--- config.mk ---
export PLATFORM = sky130hd
export DESIGN_NAME = fpcmp_nzcv
export DESIGN_NICKNAME = d
export VERILOG_FILES = /design/src/rtl/fpcmp_pkg.sv /design/src/rtl/fpcmp_classify.sv /design/src/rtl/fpcmp_order.sv /design/src/rtl/fpcmp_flag_map.sv /design/src/rtl/fpcmp_nzcv.sv
export SDC_FILE = /design/constraint.sdc
export NUM_CORES = 1
export LEC_CHECK = 0
export BUFFER_PORTS_ARGS = -buffer_cell sky130_fd_sc_hd__buf_4
export CAP_MARGIN = 10
export CORE_ASPECT_RATIO = 0.6
export CORE_MARGIN = 8
export CORE_UTILIZATION = 53
export DETAILED_ROUTE_END_ITERATION = 8
export PLACE_DENSITY = 0.85
export SLEW_MARGIN = 5
export SYNTH_ARGS = -nofsm -noshare
export SYNTH_HDL_FRONTEND = slang
export SYNTH_SLANG_ARGS = --single-unit
--- constraint.sdc ---
create_clock -name clk -period 1.8 [get_ports clk]
set_input_delay 0.09 -clock clk [delete_from_list [all_inputs] [get_ports clk]]
set_output_delay 0.09 -clock clk [all_outputs]
set_load 0.01 [all_outputs]
--- src/rtl/fpcmp_pkg.sv ---
package fpcmp_pkg;

  // Relation of operand B to operand A after optional negation.
  typedef enum logic [1:0] {
    ORD_LT = 2'd0,
    ORD_EQ = 2'd1,
    ORD_GT = 2'd2,
    ORD_UN = 2'd3
  } ord_e;

  // Condition flag bundle; n is the most significant bit when flattened.
  typedef struct packed {
    logic n;
    logic z;
    logic c;
    logic v;
  } nzcv_t;

endpackage

--- src/rtl/fpcmp_classify.sv ---
module fpcmp_classify #(
  parameter int EXP_W = 8,
  parameter int MAN_W = 23,
  localparam int W = 1 + EXP_W + MAN_W
) (
  input  logic [W-1:0] val_i,
  output logic         is_nan_o,
  output logic         is_snan_o,
  output logic         is_zero_o,
  output logic [W-1:0] key_o
);

  logic exp_ones;
  logic frac_nz;

  always_comb begin
    exp_ones  = &val_i[W-2:MAN_W];
    frac_nz   = |val_i[MAN_W-1:0];
    is_nan_o  = exp_ones & frac_nz;
    // Quiet bit is the fraction MSB; a clear quiet bit marks a signalling NaN.
    is_snan_o = exp_ones & frac_nz & ~val_i[MAN_W-1];
    is_zero_o = ~|val_i[W-2:0];
    // Map sign-magnitude onto an unsigned key that sorts like the real value.
    if (val_i[W-1]) key_o = ~val_i;
    else            key_o = {1'b1, val_i[W-2:0]};
  end

endmodule

--- src/rtl/fpcmp_order.sv ---
module fpcmp_order #(
  parameter int W = 32
) (
  input  logic           nan_a_i,
  input  logic           nan_b_i,
  input  logic           zero_a_i,
  input  logic           zero_b_i,
  input  logic [W-1:0]   key_a_i,
  input  logic [W-1:0]   key_b_i,
  output fpcmp_pkg::ord_e ord_o
);
  import fpcmp_pkg::*;

  always_comb begin
    if (nan_a_i || nan_b_i)        ord_o = ORD_UN;
    else if (zero_a_i && zero_b_i) ord_o = ORD_EQ;
    else if (key_b_i < key_a_i)    ord_o = ORD_LT;
    else if (key_b_i == key_a_i)   ord_o = ORD_EQ;
    else                           ord_o = ORD_GT;
  end

endmodule

--- src/rtl/fpcmp_flag_map.sv ---
module fpcmp_flag_map (
  input  fpcmp_pkg::ord_e  ord_i,
  input  logic             alt_c_i,
  input  logic             signal_i,
  input  logic             snan_any_i,
  output fpcmp_pkg::nzcv_t flags_o,
  output logic             inv_o
);
  import fpcmp_pkg::*;

  always_comb begin
    flags_o = '0;
    unique case (ord_i)
      ORD_LT: flags_o.n = 1'b1;
      ORD_EQ: begin
        flags_o.z = 1'b1;
        flags_o.c = 1'b1;
      end
      ORD_GT: flags_o.c = 1'b1;
      ORD_UN: begin
        flags_o.v = 1'b1;
        flags_o.c = alt_c_i;
      end
      default: flags_o = '0;
    endcase
    inv_o = snan_any_i | (signal_i & (ord_i == ORD_UN));
  end

endmodule

--- src/rtl/fpcmp_nzcv.sv ---
module fpcmp_nzcv #(
  parameter int EXP_W = 8,
  parameter int MAN_W = 23,
  localparam int W = 1 + EXP_W + MAN_W
) (
  input  logic         clk,
  input  logic         rst_n,
  input  logic         valid_i,
  input  logic [W-1:0] op_a_i,
  input  logic [W-1:0] op_b_i,
  input  logic         negate_i,
  input  logic         signal_i,
  input  logic         alt_c_i,
  output logic [3:0]   flags_o,
  output logic         flags_vld_o,
  output logic         inv_exc_o
);
  import fpcmp_pkg::*;

  localparam int NOPS = 2;

  logic [W-1:0]    opnd  [NOPS];
  logic [W-1:0]    key_v [NOPS];
  logic [NOPS-1:0] nan_v;
  logic [NOPS-1:0] snan_v;
  logic [NOPS-1:0] zero_v;

  ord_e  ord_cmb;
  nzcv_t flags_cmb;
  logic  inv_cmb;

  nzcv_t flags_d, flags_q;
  logic  vld_d, vld_q;
  logic  exc_d, exc_q;

  // Operand A may be sign-flipped; NaN-ness is unaffected by the sign.
  assign opnd[0] = {op_a_i[W-1] ^ negate_i, op_a_i[W-2:0]};
  assign opnd[1] = op_b_i;

  for (genvar g = 0; g < NOPS; g++) begin : g_cls
    fpcmp_classify #(
      .EXP_W(EXP_W),
      .MAN_W(MAN_W)
    ) u_cls (
      .val_i    (opnd[g]),
      .is_nan_o (nan_v[g]),
      .is_snan_o(snan_v[g]),
      .is_zero_o(zero_v[g]),
      .key_o    (key_v[g])
    );
  end

  fpcmp_order #(
    .W(W)
  ) u_order (
    .nan_a_i (nan_v[0]),
    .nan_b_i (nan_v[1]),
    .zero_a_i(zero_v[0]),
    .zero_b_i(zero_v[1]),
    .key_a_i (key_v[0]),
    .key_b_i (key_v[1]),
    .ord_o   (ord_cmb)
  );

  fpcmp_flag_map u_map (
    .ord_i     (ord_cmb),
    .alt_c_i   (alt_c_i),
    .signal_i  (signal_i),
    .snan_any_i(|snan_v),
    .flags_o   (flags_cmb),
    .inv_o     (inv_cmb)
  );

  // Next-state: flags load only on the strobe, pulses follow the strobe.
  always_comb begin
    flags_d = flags_q;
    if (valid_i) flags_d = flags_cmb;
    vld_d = valid_i;
    exc_d = valid_i & inv_cmb;
  end

  always_ff @(posedge clk or negedge rst_n) begin
    if (!rst_n) begin
      flags_q <= '0;
      vld_q   <= 1'b0;
      exc_q   <= 1'b0;
    end else begin
      flags_q <= flags_d;
      vld_q   <= vld_d;
      exc_q   <= exc_d;
    end
  end

  assign flags_o     = flags_q;
  assign flags_vld_o = vld_q;
  assign inv_exc_o   = exc_q;

endmodule

==> flow_metrics.tcl <==
set metrics [dict create \
    outcome "complete, but fails checks" \
    violations "negative setup slack" \
    drive_gt1_share_pct 48.5 \
    rsz0062_at_grt "true" \
    cpPeakStageDelay_ns 0.38 \
    slew_headroom_pct 46.1 \
    yosys.area.top_type "ha_1" \
    fmax_mhz 344 \
    finalClockSkew_ns 0 \
    vias_per_cell 7.35 \
    die_area_um2 5420 \
    antenna_left 0 \
    cts_root_buffer "clkbuf_8" \
    cp_max_fo 5 \
    cap_violations 0 \
    synth_cells 211 \
    io_buffers 75 \
    finalHoldViolations 0 \
    num_rows 16 \
    core_um2 3200 \
    synth_warnings 0 \
    gr-total-overflow 0 \
    finalWorstPathRequiredPeriod_ns 2.91 \
    cts.htree.levels 1 \
    rr_worst_depth 2 \
    fillCellCount 51 \
    synth_area_leaders "ha_1 (24%), xor2_1 (16%), xnor2_1 (16%), dfrtp_1 (8.6%), nor4_1 (5.8%)" \
    cts_sinks 6 \
    vias 2800 \
    synth_top_area_share_pct 24.5 \
    syn-mean-instance-area_um2 8.23 \
    min_period_over_period_pct 162 \
    final.setup.tns_ns -3.29 \
    initial_utilization_pct 54.2 \
    dr.pass1.iters 9 \
    post-route-drc-count 0 \
    cts_made_buffers 3 \
    cts_tree "built" \
    grt_pass1_vias 2587 \
    die_x_um 89.9 \
    worstHoldPathType "input port to flip-flop" \
    worst-path-buf-inv 5 \
    crit_chain "buf_6 -> xor2_4 -> buf_6 -> buf_16 -> buf_4 -> xnor2_1 -> ha_1 -> nand4_1 -> nor4_4 -> buf_4 -> nand2_1 -> o21bai_2 -> and2_1 -> ha_4 -> nand2_4 -> o21ai_2 -> a31oi_4" \
    syn2layout_area_growth_pct 78.9 \
    routabilityCongestion 0.908 \
    r2r-start "flags_o[1]" \
    path_class "input port to flip-flop" \
    syn-num-nets 315 \
    holdPathStages 1 \
    routed_wl_um 11400 \
    antenna_found_initial 0 \
    power.static_leakage_nw 1.43 \
    fin_nets 442 \
    ioPinCount 76 \
    grt_pass1_wl_um 12800 \
    worstPathArrival_ns 3.05 \
    avgRoutedWirePerCell_um 29.8 \
    hpwlAfterDp_um 5440 \
    r2r_end "flags_o[1]" \
    cp-end-kind "flip-flop" \
    cts_buffer_depth 2 \
    min_from "valid_i" \
    synth-seq-cells 6 \
    start_kind "input port" \
    fin_total_pwr_mw 1.73 \
    cts.reportedPaths.clkPinSlew_ns 0.04 \
    clkLatencyLatePin_ns 0.22 \
    p_per_area_nw_per_um2 557 \
    tightest_slew_ns 0.801 \
    syn-cell-area_um2 1740 \
    required_ns 1.94 \
    drtIter0Drc 359 \
    slowest_stage "nor4_4" \
    r2r_setup_slack_ns 0.99 \
    fin_util_pct 97.0 \
    setup_viol 4 \
    die_h_um 60.3 \
    grt_max_degree 21 \
    synth.distinct_cells 36 \
    critPathTopFamily "simple AND/OR/NAND/NOR gates" \
    ys_seq_area_share_pct 8.65 \
    whs_endpoint "flags_vld_o" \
    fin_ws_ns -1.11 \
    diodes 0 \
    drv_slew 0 \
    ir_worst_vdd_uv 442 \
    track_usage_pct 29.4 \
]
==> cell usage after synthesis <==
master and n:
buf_1 3, nor2_1 6, o21bai_1 1, ha_1 34
and2_1 1, a2111oi_0 1, buf_2 3, a21oi_2 1
and4_1 1, nand3b_1 1, a21boi_0 1, o21ai_0 6
nand4_1 14, or2_1 1, a211oi_1 2, a221o_1 1
a21o_1 1, a31oi_1 2, inv_1 2, nor4_1 16
o31ai_1 1, o211ai_1 2, xor2_1 32, dfrtp_1 6
a221oi_1 1, mux2_2 1, nor2b_1 2, nor3_1 2
nand3_1 4, or3_1 2, xnor2_1 31, nand2_1 13
a21oi_1 12, o22a_1 1, nor2_2 1, clkbuf_1 2
==> metrics by stage <==
stage               cells  worst slack (ns)  instance area, µm²  hold WS (ns)
CTS                   377            -0.813                2880        0.0606
floorplan             211            -0.664                1790        -0.206
finish                381             -1.11                3110        0.0972
global placement      366            -0.950                2680        -0.101
detailed placement    366             -1.13                2680       -0.0997
global route          381             -1.25                3110        0.0936
==> where the power goes <==
group | switching (mW) | internal, mW | total (mW)
Clock | 0.0635 | 0.144 | 0.208
Sequential | 0.00970 | 0.148 | 0.158
Combinational | 0.713 | 0.651 | 1.36
==> layout by cell type, fill, tap and decap left out, types with 2 or more instances in the layout <==
| cell | n |
|---|---|
| buf_4 | 120 |
| xor2_1 | 31 |
| ha_1 | 29 |
| xnor2_1 | 24 |
| nor4_1 | 14 |
| nand4_1 | 14 |
| nand2_1 | 12 |
| a21oi_1 | 8 |
| xnor2_2 | 6 |
| nor2_1 | 6 |
| dfrtp_1 | 6 |
| a21oi_2 | 5 |
| ha_4 | 5 |
| nand3_1 | 4 |
| o21ai_1 | 3 |
| clkbuf_8 | 3 |
| buf_6 | 3 |
| nor3_1 | 2 |
| nor2b_1 | 2 |
| o211ai_1 | 2 |
| o21ai_0 | 2 |
| inv_1 | 2 |
| buf_8 | 2 |
| buf_12 | 2 |
==> layer usage <==
layer  GRT usage, %  routed length [µm]  vias to the layer above
li1               -                   -                     1036
met3           6.42                1730                      153
met2           53.1                4660                      367
met1           32.1                3650                     1244
met5              0                   0                        -
met4           18.5                1310                        0
==> worst reg2reg max path: stages, from the launching register on <==
cell and delay [ns]:
dfrtp_1 0.40, o21ai_2 0.22, a31oi_4 0.06
==> flip-flops by register name (all words and copies together) (netlist names) <==
register,count
inv_exc_o,1
flags_o,4
flags_vld_o,1
==> cell type report <==
class	instances	area, µm²	share of cell area, %
tap	45	56.3	1.81
clock buffer	3	41.3	1.33
sequential	6	150	4.83
multi-input combinational	195	1780	57.4
inverter	2	7.51	0.242
timing repair buffer	130	1070	34.4
==> timing repair <==
| item | 4_1_cts | 5_1_grt |
|---|---|---|
| gates resized for setup | 22 | 29 |
| hold buffers | 1 | 0 |
| buffers inserted | 6 | 3 |
| pin swaps | 15 | 15 |
| endpoints found under the hold margin | 6 | 0 |
| setup endpoints to repair | 3 | 4 |
| gates cloned | 1 | 1 |
==> cell families (layout without fill, tap and decap cells) <==
| group | Yosys count | in the layout | share of synthesized area, % |
|---|---|---|---|
| AOI/OAI and AO/OA | 33 | 33 | 12.0 |
| xor gates and xnor gates | 63 | 63 | 31.8 |
| adders and majority gates | 34 | 34 | 24.5 |
| buffers and inverters | 10 | 135 | 2.38 |
| DFF | 6 | 6 | 8.65 |
| muxes | 1 | 1 | 0.648 |
| and+or+nand+nor | 64 | 64 | 20.1 |
==> worst max path at each step <==
stage                    start          to  slack, ns  depth (start not counted)
floorplan           op_a_i[31]  flags_o[2]      -0.66                         12
global placement    op_a_i[31]  flags_o[1]      -0.95                         16
CTS                 op_a_i[31]  flags_o[1]      -0.81                         14
finish                negate_i  flags_o[1]      -1.11                         17
detailed placement  op_a_i[31]  flags_o[1]      -1.13                         16
global route          negate_i  flags_o[1]      -1.25                         16
No activity file was read; power rests on OpenSTA's default activity.
